File: config.mk
export PLATFORM = sky130hd
export DESIGN_NAME = flit_packetizer
export DESIGN_NICKNAME = d
export VERILOG_FILES = /design/src/rtl/flit_packetizer.sv
export SDC_FILE = /design/constraint.sdc
export NUM_CORES = 1
export LEC_CHECK = 0
export BUFFER_PORTS_ARGS = -buffer_cell sky130_fd_sc_hd__buf_2
export CORE_ASPECT_RATIO = 2
export CORE_UTILIZATION = 40
export DETAILED_ROUTE_END_ITERATION = 8
export PLACE_DENSITY = 0.66
export SYNTH_ARGS = -nofsm -noshare
export SYNTH_HDL_FRONTEND = slang
export SYNTH_SLANG_ARGS = --single-unit
File: constraint.sdc
create_clock -name clk -period 1.45 [get_ports clk]
set_clock_uncertainty 0.1 [all_clocks]
set_input_delay 0.145 -clock clk [delete_from_list [all_inputs] [get_ports clk]]
set_output_delay 0.145 -clock clk [all_outputs]
set_load 0.01 [all_outputs]
File: src/rtl/flit_packetizer.sv
module flit_packetizer #(
  parameter int WORD_W    = 32,
  parameter int MAX_WORDS = 4,
  parameter int X_W       = 2,
  parameter int Y_W       = 2,
  parameter int TGT_W     = 5,
  parameter int LOCAL_X   = 1,
  parameter int LOCAL_Y   = 1,
  localparam int LEN_W    = $clog2(MAX_WORDS + 1),
  localparam int FLIT_W   = 7 + Y_W + X_W + TGT_W + WORD_W
) (
  input  logic                        clk,
  input  logic                        rst_n,
  input  logic                        req_valid,
  output logic                        req_ready,
  input  logic [X_W-1:0]              req_dst_x,
  input  logic [Y_W-1:0]              req_dst_y,
  input  logic [TGT_W-1:0]            req_target,
  input  logic [1:0]                  req_class,
  input  logic [LEN_W-1:0]            req_len,
  input  logic [MAX_WORDS*WORD_W-1:0] req_payload,
  output logic                        flit_valid,
  input  logic                        flit_ready,
  input  logic [3:0]                  flit_onoff,
  output logic [FLIT_W-1:0]           flit_data
);
  localparam int IDX_W = (MAX_WORDS > 1) ? $clog2(MAX_WORDS) : 1;
  localparam logic [LEN_W-1:0] MAXL = LEN_W'(MAX_WORDS);
  localparam int TYPE_LSB = FLIT_W - 2;
  localparam int VC_LSB   = FLIT_W - 4;

  localparam logic [1:0] T_HEAD = 2'd0, T_BODY = 2'd1, T_TAIL = 2'd2, T_HT = 2'd3;
  localparam logic [2:0] P_LOCAL = 3'd0, P_EAST = 3'd1, P_NORTH = 3'd2,
                         P_WEST = 3'd3, P_SOUTH = 3'd4;

  logic                             busy;
  logic [1:0]                       vc_q;
  logic [2:0]                       port_q;
  logic [Y_W-1:0]                   y_q;
  logic [X_W-1:0]                   x_q;
  logic [TGT_W-1:0]                 tgt_q;
  logic [IDX_W-1:0]                 idx_q, last_q;
  logic [MAX_WORDS-1:0][WORD_W-1:0] pay_q;

  logic [LEN_W-1:0] eff_len;
  logic [2:0]       route;
  logic [1:0]       ftype;
  logic             accept, fire, at_last;

  assign eff_len = (req_len == '0) ? LEN_W'(1) : (req_len > MAXL) ? MAXL : req_len;

  always_comb begin
    if (req_dst_x > X_W'(LOCAL_X))      route = P_EAST;
    else if (req_dst_x < X_W'(LOCAL_X)) route = P_WEST;
    else if (req_dst_y < Y_W'(LOCAL_Y)) route = P_NORTH;
    else if (req_dst_y > Y_W'(LOCAL_Y)) route = P_SOUTH;
    else                                route = P_LOCAL;
  end

  assign req_ready  = !busy;
  assign accept     = req_valid && req_ready;
  assign flit_valid = busy && !flit_onoff[vc_q];
  assign fire       = flit_valid && flit_ready;
  assign at_last    = idx_q == last_q;
  assign ftype      = (last_q == '0) ? T_HT : (idx_q == '0) ? T_HEAD : at_last ? T_TAIL : T_BODY;
  assign flit_data  = {ftype, vc_q, port_q, y_q, x_q, tgt_q, pay_q[idx_q]};

  always_ff @(posedge clk) begin
    if (!rst_n) begin
      busy   <= 1'b0;
      idx_q  <= '0;
      last_q <= '0;
      vc_q   <= '0;
      port_q <= '0;
      y_q    <= '0;
      x_q    <= '0;
      tgt_q  <= '0;
      pay_q  <= '0;
    end else if (accept) begin
      busy   <= 1'b1;
      idx_q  <= '0;
      last_q <= IDX_W'(eff_len - LEN_W'(1));
      vc_q   <= req_class;
      port_q <= route;
      y_q    <= req_dst_y;
      x_q    <= req_dst_x;
      tgt_q  <= req_target;
      pay_q  <= req_payload;
    end else if (fire) begin
      if (at_last) busy <= 1'b0;
      else         idx_q <= idx_q + IDX_W'(1);
    end
  end

  p_no_send_when_off_r5: assert property (@(posedge clk) disable iff (!rst_n)
    flit_valid |-> !flit_onoff[flit_data[VC_LSB +: 2]]);

  p_ready_drops_r6: assert property (@(posedge clk) disable iff (!rst_n)
    accept |=> !req_ready);

  p_ready_returns_r6: assert property (@(posedge clk) disable iff (!rst_n)
    (fire && (flit_data[TYPE_LSB +: 2] == T_TAIL || flit_data[TYPE_LSB +: 2] == T_HT)) |=> req_ready);

  p_vc_from_class_r3: assert property (@(posedge clk) disable iff (!rst_n)
    accept |=> flit_data[VC_LSB +: 2] == $past(req_class));

  p_mid_packet_type_r2: assert property (@(posedge clk) disable iff (!rst_n)
    (fire && (flit_data[TYPE_LSB +: 2] == T_HEAD || flit_data[TYPE_LSB +: 2] == T_BODY))
      |=> (flit_data[TYPE_LSB +: 2] == T_BODY || flit_data[TYPE_LSB +: 2] == T_TAIL));

  p_hold_when_stalled_r1: assert property (@(posedge clk) disable iff (!rst_n)
    (flit_valid && !flit_ready) |=> (!flit_valid || $stable(flit_data)));
endmodule

==> impl_metrics.csv <==
group,metric,value,unit
worst_setup_path,end_kind,"output pin",
logic_synthesis,synth_cells,698,
logic_synthesis,yosys_warnings,0,
pwr,pwr-share-seq,41.5,%
worst_setup_path,reg2reg_from,"idx_q[1]",
drt,ant_nets,0,
drt,wirelength,20700,µm
worst_setup_path,crit_start,"idx_q[1]",
sta,tns,-16.07,ns
worst_setup_path,reg2reg_to,"idx_q[1]",
floorplanning,io_pins,200,
sta,hold_viol,0,
outcome,outcome,"complete, but fails checks",
sta,min_period,1.98,ns
global_routing,overflow,0,
drt,drc_errors,0,
worst_setup_path,reg2reg_slack,-0.18,ns
sta,tightestPinTransition,0.311,ns
pwr,power.density,1090,mW/mm²
placement,gp_congestion,0.803,
pwr,comb_power_share,15.4,%
floorplanning,die_h,176,µm
floorplanning,die_w,89.2,µm
sta,post-route-period-util,136,%
logic_synthesis,synth_area_leaders,"dfxtp_1 48%, nand2_1 17%, a21oi_1 12%, mux4_1 8.2%, mux4_2 4.8%",
global_routing,grt_max_degree,56,
placement,io_buffer_count,199,
clock_network,clk_path_buf_depth,2,
clock_network,cts.clk_slew.worst_paths,0.07,ns
floorplanning,start_util,41.1,%
logic_synthesis,syn_nets,849,
worst_setup_path,critPathMaxFanout,5,
worst_setup_path,path_class,"reg2out",
drt,routed-via-count,6415,
sta,grt_setup_unrepaired,"yes",
layout,fin_nets,1197,
sta,setup_viol,38,
drt,viasPerCell,5.11,
outcome,violations,"negative setup slack",
pwr,leakagePower,0.00410,µW
placement,place_ws,-0.109,ns
logic_synthesis,yosys.area.top_type,"dfxtp_1",
pwr,p_sw_share,25.5,%
sta,worst_slack,-0.525,ns
clock_network,tritoncts,"done",
clock_network,cts_root_buf,"clkbuf_16",
worst_setup_path,critPathLaunchType,"flip-flop",
clock_network,htree_levels,4,
drt,drt_first_pass_iters,5,
logic_synthesis,ys_seq_elements,147,
clock_network,worst_skew_pair.late_latency,0.42,ns
logic_synthesis,ys_seq_area_share,48.3,%
placement,dp.final_hpwl,11600,µm
drt,first_iter_violations,310,
pwr,p_int,7950,µW
logic_synthesis,ys_types,29,
worst_hold_path,hold_path.class,"in2reg",
layout,drive_above_1_share,30.6,%
global_routing,grt_use_total,25.7,%
drt,wire_per_inst,16.5,µm
floorplanning,placementRows,63,
pwr,clockPowerShare,43.1,%
pwr,p_sw,2710,µW
logic_synthesis,netlist.area_leader.share,48.3,%
global_routing,grt_pass1_wl,30700,µm
logic_synthesis,syn-cell-area,0.00609,mm²
logic_synthesis,postSynthAreaPerCell,8.72,µm²
floorplanning,core,0.0148,mm²
clock_network,numCtsBuffers,17,
pwr,power.total,10700,µW
sta,timing_max_transition_violations_final,0,
worst_setup_path,crit_path_end,"flit_data[47]",
worst_setup_path,rr_worst_depth,7,
pwr,ir_worst_vdd,863,µV
sta,maxSlewHeadroom,79.2,%
worst_setup_path,cp.arrival,1.73,ns
flow_run,drv_cap,0,
clock_network,cts_sinks,147,
global_routing,antenna_found_initial,1,
layout,area_growth,60.9,%
worst_setup_path,worstPathRequired,1.21,ns
sta,fmax,0.506,GHz
floorplanning,die_area,0.0157,mm²
global_routing,grt_pass1_vias,6437,
power groups by stage:
stage	clock, µW	sequential (µW)	combinational [µW]
after floorplan	0	4460	672
after global placement	0	4490	1110
after detailed placement	0	4490	1130
after CTS	4690	4410	1490
after global routing	4860	4440	1780
final	4600	4420	1640
sequential cells by signal, indices dropped and copies added (netlist names):
register,count
port_q,3
vc_q,2
x_q,2
last_q,2
idx_q,2
y_q,2
tgt_q,5
pay_q,128
busy,1
critical path: stages (launching register included):
cell and delay (ns):
dfxtp_4 0.37, buf_12 0.14, buf_16 0.14, xor2_2 0.15, or2_1 0.25, o22ai_1 0.11
buf_2 0.16
cell families after synthesis:
| family | Yosys count | share of synthesized area, % |
|---|---|---|
| AO/OA/AOI/OAI | 155 | 12.9 |
| XOR/XNOR | 2 | 0.288 |
| adder cells (fa/ha/maj) | 1 | 0.206 |
| buffers and inverters | 61 | 5.80 |
| flip-flops | 147 | 48.3 |
| multiplexers | 36 | 13.7 |
| AND/OR/NAND/NOR | 296 | 18.8 |
layout by cell type (no fill, tap or decap), drive strengths merged, types with 2 or more instances in the layout:
cell type / synthesis / routed
mux4: 32 / 32
dlygate4sd3: 0 / 144
mux2i: 4 / 4
clkinvlp: 0 / 5
xor2: 2 / 2
o21ai: 4 / 4
inv: 6 / 11
a21oi: 146 / 146
nand3: 6 / 6
clkbuf: 18 / 22
o22ai: 2 / 2
nor2: 2 / 2
nand2: 282 / 282
dfxtp: 147 / 147
bufinv: 0 / 3
buf: 37 / 236
synth_stat cells:
cell type,n
a21oi_1,146
a22o_1,1
a311oi_1,1
a31oi_1,1
and2_1,1
and2b_1,1
buf_1,2
buf_2,9
buf_4,22
buf_6,4
clkbuf_1,18
dfxtp_1,147
ha_1,1
inv_1,4
inv_2,2
mux2i_1,4
mux4_1,19
mux4_2,13
nand2_1,281
nand2_4,1
nand2b_1,1
nand3_1,6
nand4_1,1
nor2_1,2
nor2b_1,1
o21ai_0,4
o22ai_1,2
or2_1,1
xor2_1,2
metal layers:
layer	part of all wire, %	up-vias	track usage (%)
li1	-	3036	-
met2	54	268	45.5
met3	5.4	61	5.38
met5	0	-	0
met4	4.3	0	14.6
met1	36	3050	27.3
per-stage QoR:
stage               hold WS (ns)  utilization [%]  cell area (µm²)  std cells
floorplan                  0.160                -             6090        698
global placement           0.286             49.3             7300       1057
detailed placement         0.291             49.3             7300       1057
CTS                        0.231             64.2             9510       1248
global route               0.226             66.1             9790       1255
finish                     0.199             66.1             9790       1255
repair_timing:
item / CTS / global route
setup endpoints to repair: 37 / 78
pin swaps: 4 / 3
endpoints found under the hold margin: 147 / 0
hold buffers: 145 / 0
cloned: 2 / 3
gates resized for setup: 33 / 37
setup buffers: 12 / 4
layout make-up:
cell class | count | area, µm²
clock buffer | 19 | 443
timing repair buffer | 384 | 3150
fill | 1163 | 5030
multi-input combinational | 490 | 2800
antenna | 1 | 2.50
inverter | 6 | 25.0
sequential | 147 | 2960
clock inverter | 13 | 171
tap | 195 | 244
worst min-delay path by stage:
stage                               start        end  slack, ns  cells after the start
final                          req_len[0]  last_q[1]       0.20                      4
after floorplan              req_dst_x[0]  port_q[0]       0.16                      1
after global routing           flit_ready       busy       0.23                      4
after detailed placement  req_payload[67]  pay_q[67]       0.29                      3
after CTS                      flit_ready       busy       0.23                      4
after global placement     req_payload[3]   pay_q[3]       0.29                      3
Power figures use the tool's default switching activity.
